$ cat src/rtl/spi_cs_pkg.sv
package spi_cs_pkg;
  parameter int unsigned MODE_W = 2;
  parameter logic [MODE_W-1:0] MODE_USER = 2'b11;
  parameter int unsigned STOP_POS = 2;
endpackage

$ cat src/rtl/spi_cs_decode.sv
module spi_cs_decode
  import spi_cs_pkg::*;
#(
  parameter int unsigned CTRL_W = 8
) (
  input  logic [CTRL_W-1:0] old_ctrl_i,
  input  logic [CTRL_W-1:0] new_ctrl_i,
  input  logic              cur_unsel_i,
  input  logic              busy_i,
  output logic              nxt_unsel_o,
  output logic              change_o
);
  logic old_user, new_user, stop_rise, req_unsel;

  assign old_user  = old_ctrl_i[MODE_W-1:0] == MODE_USER;
  assign new_user  = new_ctrl_i[MODE_W-1:0] == MODE_USER;
  assign stop_rise = !old_ctrl_i[STOP_POS] && new_ctrl_i[STOP_POS];
  // release on leaving raw mode, or on stop rising while staying in it
  assign req_unsel = !new_user || (old_user && stop_rise);
  // a competing active line blocks selection
  assign nxt_unsel_o = req_unsel || busy_i;
  assign change_o    = nxt_unsel_o != cur_unsel_i;
endmodule

$ cat src/rtl/spi_cs_snoop.sv
module spi_cs_snoop #(
  parameter int unsigned SNOOP_W = 4
) (
  input  logic               clk_i,
  input  logic               rst_ni,
  input  logic               start_i,
  input  logic               stop_i,
  input  logic               step_i,
  output logic               on_o,
  output logic [SNOOP_W-1:0] idx_o
);
  localparam logic [SNOOP_W-1:0] IDX_MAX = {SNOOP_W{1'b1}};

  always_ff @(posedge clk_i or negedge rst_ni) begin
    if (!rst_ni) begin
      on_o  <= 1'b0;
      idx_o <= '0;
    end else if (start_i) begin
      on_o  <= 1'b1;
      idx_o <= '0;
    end else if (stop_i) begin
      on_o  <= 1'b0;
      idx_o <= '0;
    end else if (step_i && on_o && idx_o != IDX_MAX) begin
      idx_o <= idx_o + 1'b1;
    end
  end

  p_start_r6: assert property (@(posedge clk_i) disable iff (!rst_ni)
    start_i |=> on_o && idx_o == '0);
  p_stop_r6: assert property (@(posedge clk_i) disable iff (!rst_ni)
    stop_i && !start_i |=> !on_o && idx_o == '0);
  p_sat_r6: assert property (@(posedge clk_i) disable iff (!rst_ni)
    on_o && idx_o == IDX_MAX && !start_i && !stop_i |=> idx_o == IDX_MAX);
  p_step_off_r11: assert property (@(posedge clk_i) disable iff (!rst_ni)
    !on_o && !start_i |=> !on_o && idx_o == '0);
endmodule

$ cat src/rtl/spi_cs_ctrl.sv
module spi_cs_ctrl
  import spi_cs_pkg::*;
#(
  parameter int unsigned NUM_CS  = 3,
  parameter int unsigned CTRL_W  = 8,
  parameter int unsigned SNOOP_W = 4,
  localparam int unsigned SEL_W  = (NUM_CS > 1) ? $clog2(NUM_CS) : 1
) (
  input  logic                        clk_i,
  input  logic                        rst_ni,
  input  logic                        wr_en_i,
  input  logic [SEL_W-1:0]            wr_sel_i,
  input  logic [CTRL_W-1:0]           wr_data_i,
  input  logic [SEL_W-1:0]            rd_sel_i,
  output logic [CTRL_W-1:0]           rd_data_o,
  input  logic [NUM_CS-1:0]           step_i,
  output logic [NUM_CS-1:0]           cs_no,
  output logic [NUM_CS-1:0]           snoop_on_o,
  output logic [NUM_CS*SNOOP_W-1:0]   snoop_idx_o
);
  logic [CTRL_W-1:0] ctrl_q [NUM_CS];
  logic [NUM_CS-1:0] unsel_q;
  logic [NUM_CS-1:0] wr_hit, busy, nxt_unsel, change, apply;

  for (genvar k = 0; k < NUM_CS; k++) begin : g_cs
    assign wr_hit[k] = wr_en_i && (wr_sel_i == SEL_W'(k));
    // another line already low
    assign busy[k]   = |(~unsel_q & ~(NUM_CS'(1) << k));
    assign apply[k]  = wr_hit[k] && change[k];

    spi_cs_decode #(.CTRL_W(CTRL_W)) u_dec (
      .old_ctrl_i (ctrl_q[k]),
      .new_ctrl_i (wr_data_i),
      .cur_unsel_i(unsel_q[k]),
      .busy_i     (busy[k]),
      .nxt_unsel_o(nxt_unsel[k]),
      .change_o   (change[k])
    );

    spi_cs_snoop #(.SNOOP_W(SNOOP_W)) u_snoop (
      .clk_i  (clk_i),
      .rst_ni (rst_ni),
      .start_i(apply[k] && !nxt_unsel[k]),
      .stop_i (apply[k] && nxt_unsel[k]),
      .step_i (step_i[k]),
      .on_o   (snoop_on_o[k]),
      .idx_o  (snoop_idx_o[k*SNOOP_W +: SNOOP_W])
    );

    p_user_sel_r2: assert property (@(posedge clk_i) disable iff (!rst_ni)
      wr_hit[k] && wr_data_i[MODE_W-1:0] == MODE_USER
      && ctrl_q[k][MODE_W-1:0] != MODE_USER && !busy[k] |=> !cs_no[k]);
    p_exit_rel_r3: assert property (@(posedge clk_i) disable iff (!rst_ni)
      wr_hit[k] && wr_data_i[MODE_W-1:0] != MODE_USER |=> cs_no[k]);
    p_stop_rise_r4: assert property (@(posedge clk_i) disable iff (!rst_ni)
      wr_hit[k] && ctrl_q[k][MODE_W-1:0] == MODE_USER && !ctrl_q[k][STOP_POS]
      && wr_data_i[MODE_W-1:0] == MODE_USER && wr_data_i[STOP_POS] |=> cs_no[k]);
    p_no_repulse_r5: assert property (@(posedge clk_i) disable iff (!rst_ni)
      wr_hit[k] && !cs_no[k] && wr_data_i[MODE_W-1:0] == MODE_USER
      && !(!ctrl_q[k][STOP_POS] && wr_data_i[STOP_POS]) |=> !cs_no[k]);
    p_store_r7: assert property (@(posedge clk_i) disable iff (!rst_ni)
      wr_hit[k] |=> ctrl_q[k] == $past(wr_data_i));
    p_isolate_r8: assert property (@(posedge clk_i) disable iff (!rst_ni)
      !wr_hit[k] |=> $stable(cs_no[k]) && $stable(ctrl_q[k]));
    p_busy_r9: assert property (@(posedge clk_i) disable iff (!rst_ni)
      wr_hit[k] && busy[k] && cs_no[k] |=> cs_no[k]);
  end

  always_ff @(posedge clk_i or negedge rst_ni) begin
    if (!rst_ni) begin
      unsel_q <= '1;
      for (int k = 0; k < NUM_CS; k++) ctrl_q[k] <= '0;
    end else begin
      for (int k = 0; k < NUM_CS; k++) begin
        if (wr_hit[k]) ctrl_q[k] <= wr_data_i;
        if (apply[k])  unsel_q[k] <= nxt_unsel[k];
      end
    end
  end

  assign cs_no = unsel_q;

  always_comb begin
    rd_data_o = '0;
    for (int k = 0; k < NUM_CS; k++)
      if (rd_sel_i == SEL_W'(k)) rd_data_o = ctrl_q[k];
  end

  p_one_low_r9: assert property (@(posedge clk_i) disable iff (!rst_ni)
    $countones(~cs_no) <= 1);
  p_unmapped_r10: assert property (@(posedge clk_i) disable iff (!rst_ni)
    wr_en_i && int'(wr_sel_i) >= NUM_CS |=> $stable(cs_no));
endmodule

$ cat config.mk
export PLATFORM = sky130hd
export DESIGN_NAME = spi_cs_ctrl
export DESIGN_NICKNAME = d
export VERILOG_FILES = /design/src/rtl/spi_cs_pkg.sv /design/src/rtl/spi_cs_decode.sv /design/src/rtl/spi_cs_snoop.sv /design/src/rtl/spi_cs_ctrl.sv
export SDC_FILE = /design/constraint.sdc
export NUM_CORES = 1
export LEC_CHECK = 0
export ABC_AREA = 1
export BUFFER_PORTS_ARGS = -buffer_cell sky130_fd_sc_hd__clkbuf_2
export CORE_ASPECT_RATIO = 1.5
export CORE_UTILIZATION = 45
export CTS_BUF_LIST = sky130_fd_sc_hd__clkbuf_8
export CTS_CLUSTER_SIZE = 12
export DETAILED_ROUTE_END_ITERATION = 6
export GPL_TIMING_DRIVEN = 0
export HOLD_SLACK_MARGIN = 0.06
export PLACE_DENSITY_LB_ADDON = 0.25
export SETUP_SLACK_MARGIN = 0.3
export SLEW_MARGIN = 20
export SYNTH_ARGS = -nofsm -noshare
export SYNTH_HDL_FRONTEND = slang
export SYNTH_SLANG_ARGS = --single-unit
export TNS_END_PERCENT = 100
$ cat constraint.sdc
create_clock -name clk_i -period 1.31 [get_ports clk_i]
set_input_delay 0.262 -clock clk_i [delete_from_list [all_inputs] [get_ports clk_i]]
set_output_delay 0.262 -clock clk_i [all_outputs]
set_load 0.01 [all_outputs]
==> qor.csv <==
stage,metric,value,unit
power,Psw,1.656,mW
layout,area grow syn2layout,38.80,%
worst_hold_path,Hold Crit Class,primary input to asynchronous set/reset pin,
global_route,global-route wire length before repair,8.245,mm
clocking,Clock transition at path regs,80,ps
layout,Layout Nets,385,
clocking,"Hold-fix buffers, CTS",0,
worst_setup_path,crit path cell chain,buf_6 -> buf_8,
worst_setup_path,Worst Setup Start Kind,register,
global_route,total gr overflow,0,
clocking,clk sink count,42,
route,WL/cell,11.89,µm
floorplan,initial core utilization,46.33,%
power,Clock power frac,20.7,%
logic_synthesis,Seq cells post-synth,42,
power,cell-internal power,3.248,mW
layout,post-route cell area,3093,µm²
logic_synthesis,cells after synthesis,283,
sta,Worst Slack Setup Final,-15.88,ps
sta,"Setup violations, final",3,
route,Final ANT Viol Nets,0,
logic_synthesis,Post-synth EDFFs,0,
worst_setup_path,critical path class,register to output port,
worst_setup_path,data arrival time of the critical path,1060,ps
clocking,TritonCTS clock tree,done,
job,Max-cap violations,0,
status,failing checks,setup timing,
logic_synthesis,library cells used by synthesis,22,
worst_setup_path,Crit-path slowest cell,dfstp_2,
power,worst vdd ir,966.7,µV
sta,min Tclk post-route,1326,ps
global_route,largest net degree at the start of global routing,43,
logic_synthesis,Synth Area in Compound Gates,7.299,%
sta,clock skew,6.777,ps
route,1st-iter DRT viols,51,
clocking,clk buf depth,2,
worst_setup_path,Worst EP required,1050,ps
route,vias,2067,
worst_setup_path,Slowest Stage Delay on Critical Path,580,ps
worst_setup_path,critical path peak fanout,4,
layout,FILL cells,454,
placed_design,number of I/O port buffers,43,
logic_synthesis,Post-synth ARST share,100.0,%
floorplan,die area,5243,µm²
clocking,Num CTS Buffers,5,
global_route,initial antenna violation count,0,
logic_synthesis,Synth Area in XOR/XNOR,1.965,%
sta,RSZ-0062 raised after global routing,yes,
power,part of the power in registers,38.8,%
logic_synthesis,Synth Flop Type,dfrtp_1,
logic_synthesis,Simple-Gate Fraction of Synth Area,29.93,%
sta,worst hold slack,83.78,ps
layout,most frequent cells in the layout,"nand2_1 (89), inv_1 (39), dfrtp_1 (39), buf_4 (31), buf_2 (19)",
layout,"most common cell after layout, fill and taps aside",nand2_1,
layout,footprint of the multi-input gates,1045,µm²
global_route,total track usage,21.02,%
sta,Slew @ Worst Pin,927.5,ps
layout,Reg area,1055,µm²
worst_setup_path,critical path endpoint category,output port,
clocking,H-tree levels,2,
logic_synthesis,Mapped Area,2228,µm²
sta,Max-slew headroom,38.17,%
placed_design,post-DP HPWL,3.278,mm
power,LEAKAGE,1.700,nW
logic_synthesis,synthesized area per cell,7.874,µm²
clocking,clock latency on the worst-skew pair,300,ps
placed_design,placed instance area,2561,µm²
logic_synthesis,Synth top area share,43.80,%
floorplan,die outline width,59.46,µm
floorplan,io pins,44,
logic_synthesis,sequential share of the synthesized area,47.33,%
placed_design,DP Worst Slack,-48.05,ps
layout,layout cells sized above 1,38.36,%
placed_design,GPL Wtd Cong,0.7620,
power,Power Density,1586,nW/µm²
sta,Final Hold Vio Count,0,
floorplan,Die Ht,88.19,µm
floorplan,core box area,4810,µm²
route,# DRC,0,
global_route,vias in the first global route,1977,
logic_synthesis,Area contributors post-synth,"dfrtp_1 (44%), nand2_1 (17%), inv_1 (7.1%)",
clocking,clk root buf,clkbuf_8,
logic_synthesis,Ys Warns,0,
power,Pwr Total,4.904,mW
logic_synthesis,mux contribution to synthesized area,1.011,%
sta,final worst-path cycle share,101.2,%
logic_synthesis,"area leader, netlist",dfrtp_1,
power,Comb pwr share,40.6,%
sta,fin. max-slew vios,0,
layout,antenna cell count,0,
logic_synthesis,syn nets,304,
floorplan,std cell rows,31,
status,status,finished with violations,
sta,Fmax achieved,754.2,MHz
logic_synthesis,main combinational cell family by area after synthesis,simple AND/OR/NAND/NOR gates,
route,WL final,5.124,mm
logic_synthesis,adder-cell share of the synthesized area,1.684,%
power,Sw Ratio,33.76,%
route,number of detailed-route iterations in the first pass,4,
route,vias per cell,4.796,
## sequential cells by signal, summed over array words and instances, names as in the netlist
| register | count |
|---|---|
| g_cs.u_snoop.idx_o | 12 |
| g_cs.u_snoop.on_o | 3 |
| cs_no | 3 |
| ctrl_q | 24 |
## worst paths after layout
| path | startpoint | to | slack [ps] | cells past startpoint |
|---|---|---|---|---|
| worst max register to register | cs_no[1] | cs_no[0] | 30 | 7 |
| min in group clk_i | wr_data_i[5] | ctrl_q[21] | 220 | 3 |
| worst min register to register | ctrl_q[20] | ctrl_q[20] | 490 | 2 |
| max in group asynchronous | rst_ni | g_cs[1].u_snoop.idx_o[2] | 630 | 1 |
| worst min-delay path | rst_ni | ctrl_q[13] | 80 | 1 |
| worst max-delay path | cs_no[1] | cs_no[1] | -20 | 2 |
## worst max-delay path, delay by kind of cell, from the launching register on
kind                   cells  cell delay, ps
DFF                        1             580
buffers and inverters      2             200
## timing repair
item | 4_1_cts | 5_1_grt
setup buffers | 23 | 8
gates resized for setup | 29 | 39
endpoints found under the hold margin | 0 | 0
cloned | 0 | 0
pin swaps | 22 | 7
setup endpoints to repair | 44 | 44
## synth_stat cells (all sizes together), types with 3 or more instances
cell type  count
nand2        100
ha             3
xor2           3
nor2          17
nand4          7
dfrtp         39
nand3         27
inv           44
buf            9
dfstp          3
o21ai         25
## cells by family after synthesis
logic type	count (synthesis)
and+or+nand+nor	152
buffers and inverters	53
DFF	42
AOI/OAI and AO/OA	26
xor gates and xnor gates	5
adders and majority gates	3
muxes	2
## through the flow
step	util [%]	setup TNS [ps]	std cells
finish	64.31	-36.57	431
CTS	61.58	-44.14	423
global route	64.31	-500.1	431
floorplan	-	0	283
detailed placement	53.25	-241.2	392
global placement	53.25	-308.4	392
## area by class of cell
cell class,count,share of cell area (%)
Buffer,9,3.277
Clock buffer,5,2.225
Clock inverter,3,1.335
Inverter,44,5.340
Multi-Input combinational cell,188,33.78
Sequential cell,42,34.10
Tap cell,66,2.670
Timing Repair Buffer,74,17.27
## layer usage
metal	share of wire, %	track usage (%)
met1	38	21.18
met2	57	41.37
met3	3.9	4.136
met5	0	0
met4	1.1	6.710
## power by group through the flow
stage	Combinational [mW]	Clock, mW	Sequential, mW
after detailed placement	1.30	0	1.96
after floorplan	0.846	0	1.96
final	1.99	1.01	1.90
after global placement	1.27	0	1.95
after CTS	1.78	1.03	1.90
after global routing	2.21	1.07	1.94
Note: power is estimated with default switching activity, not from simulation.
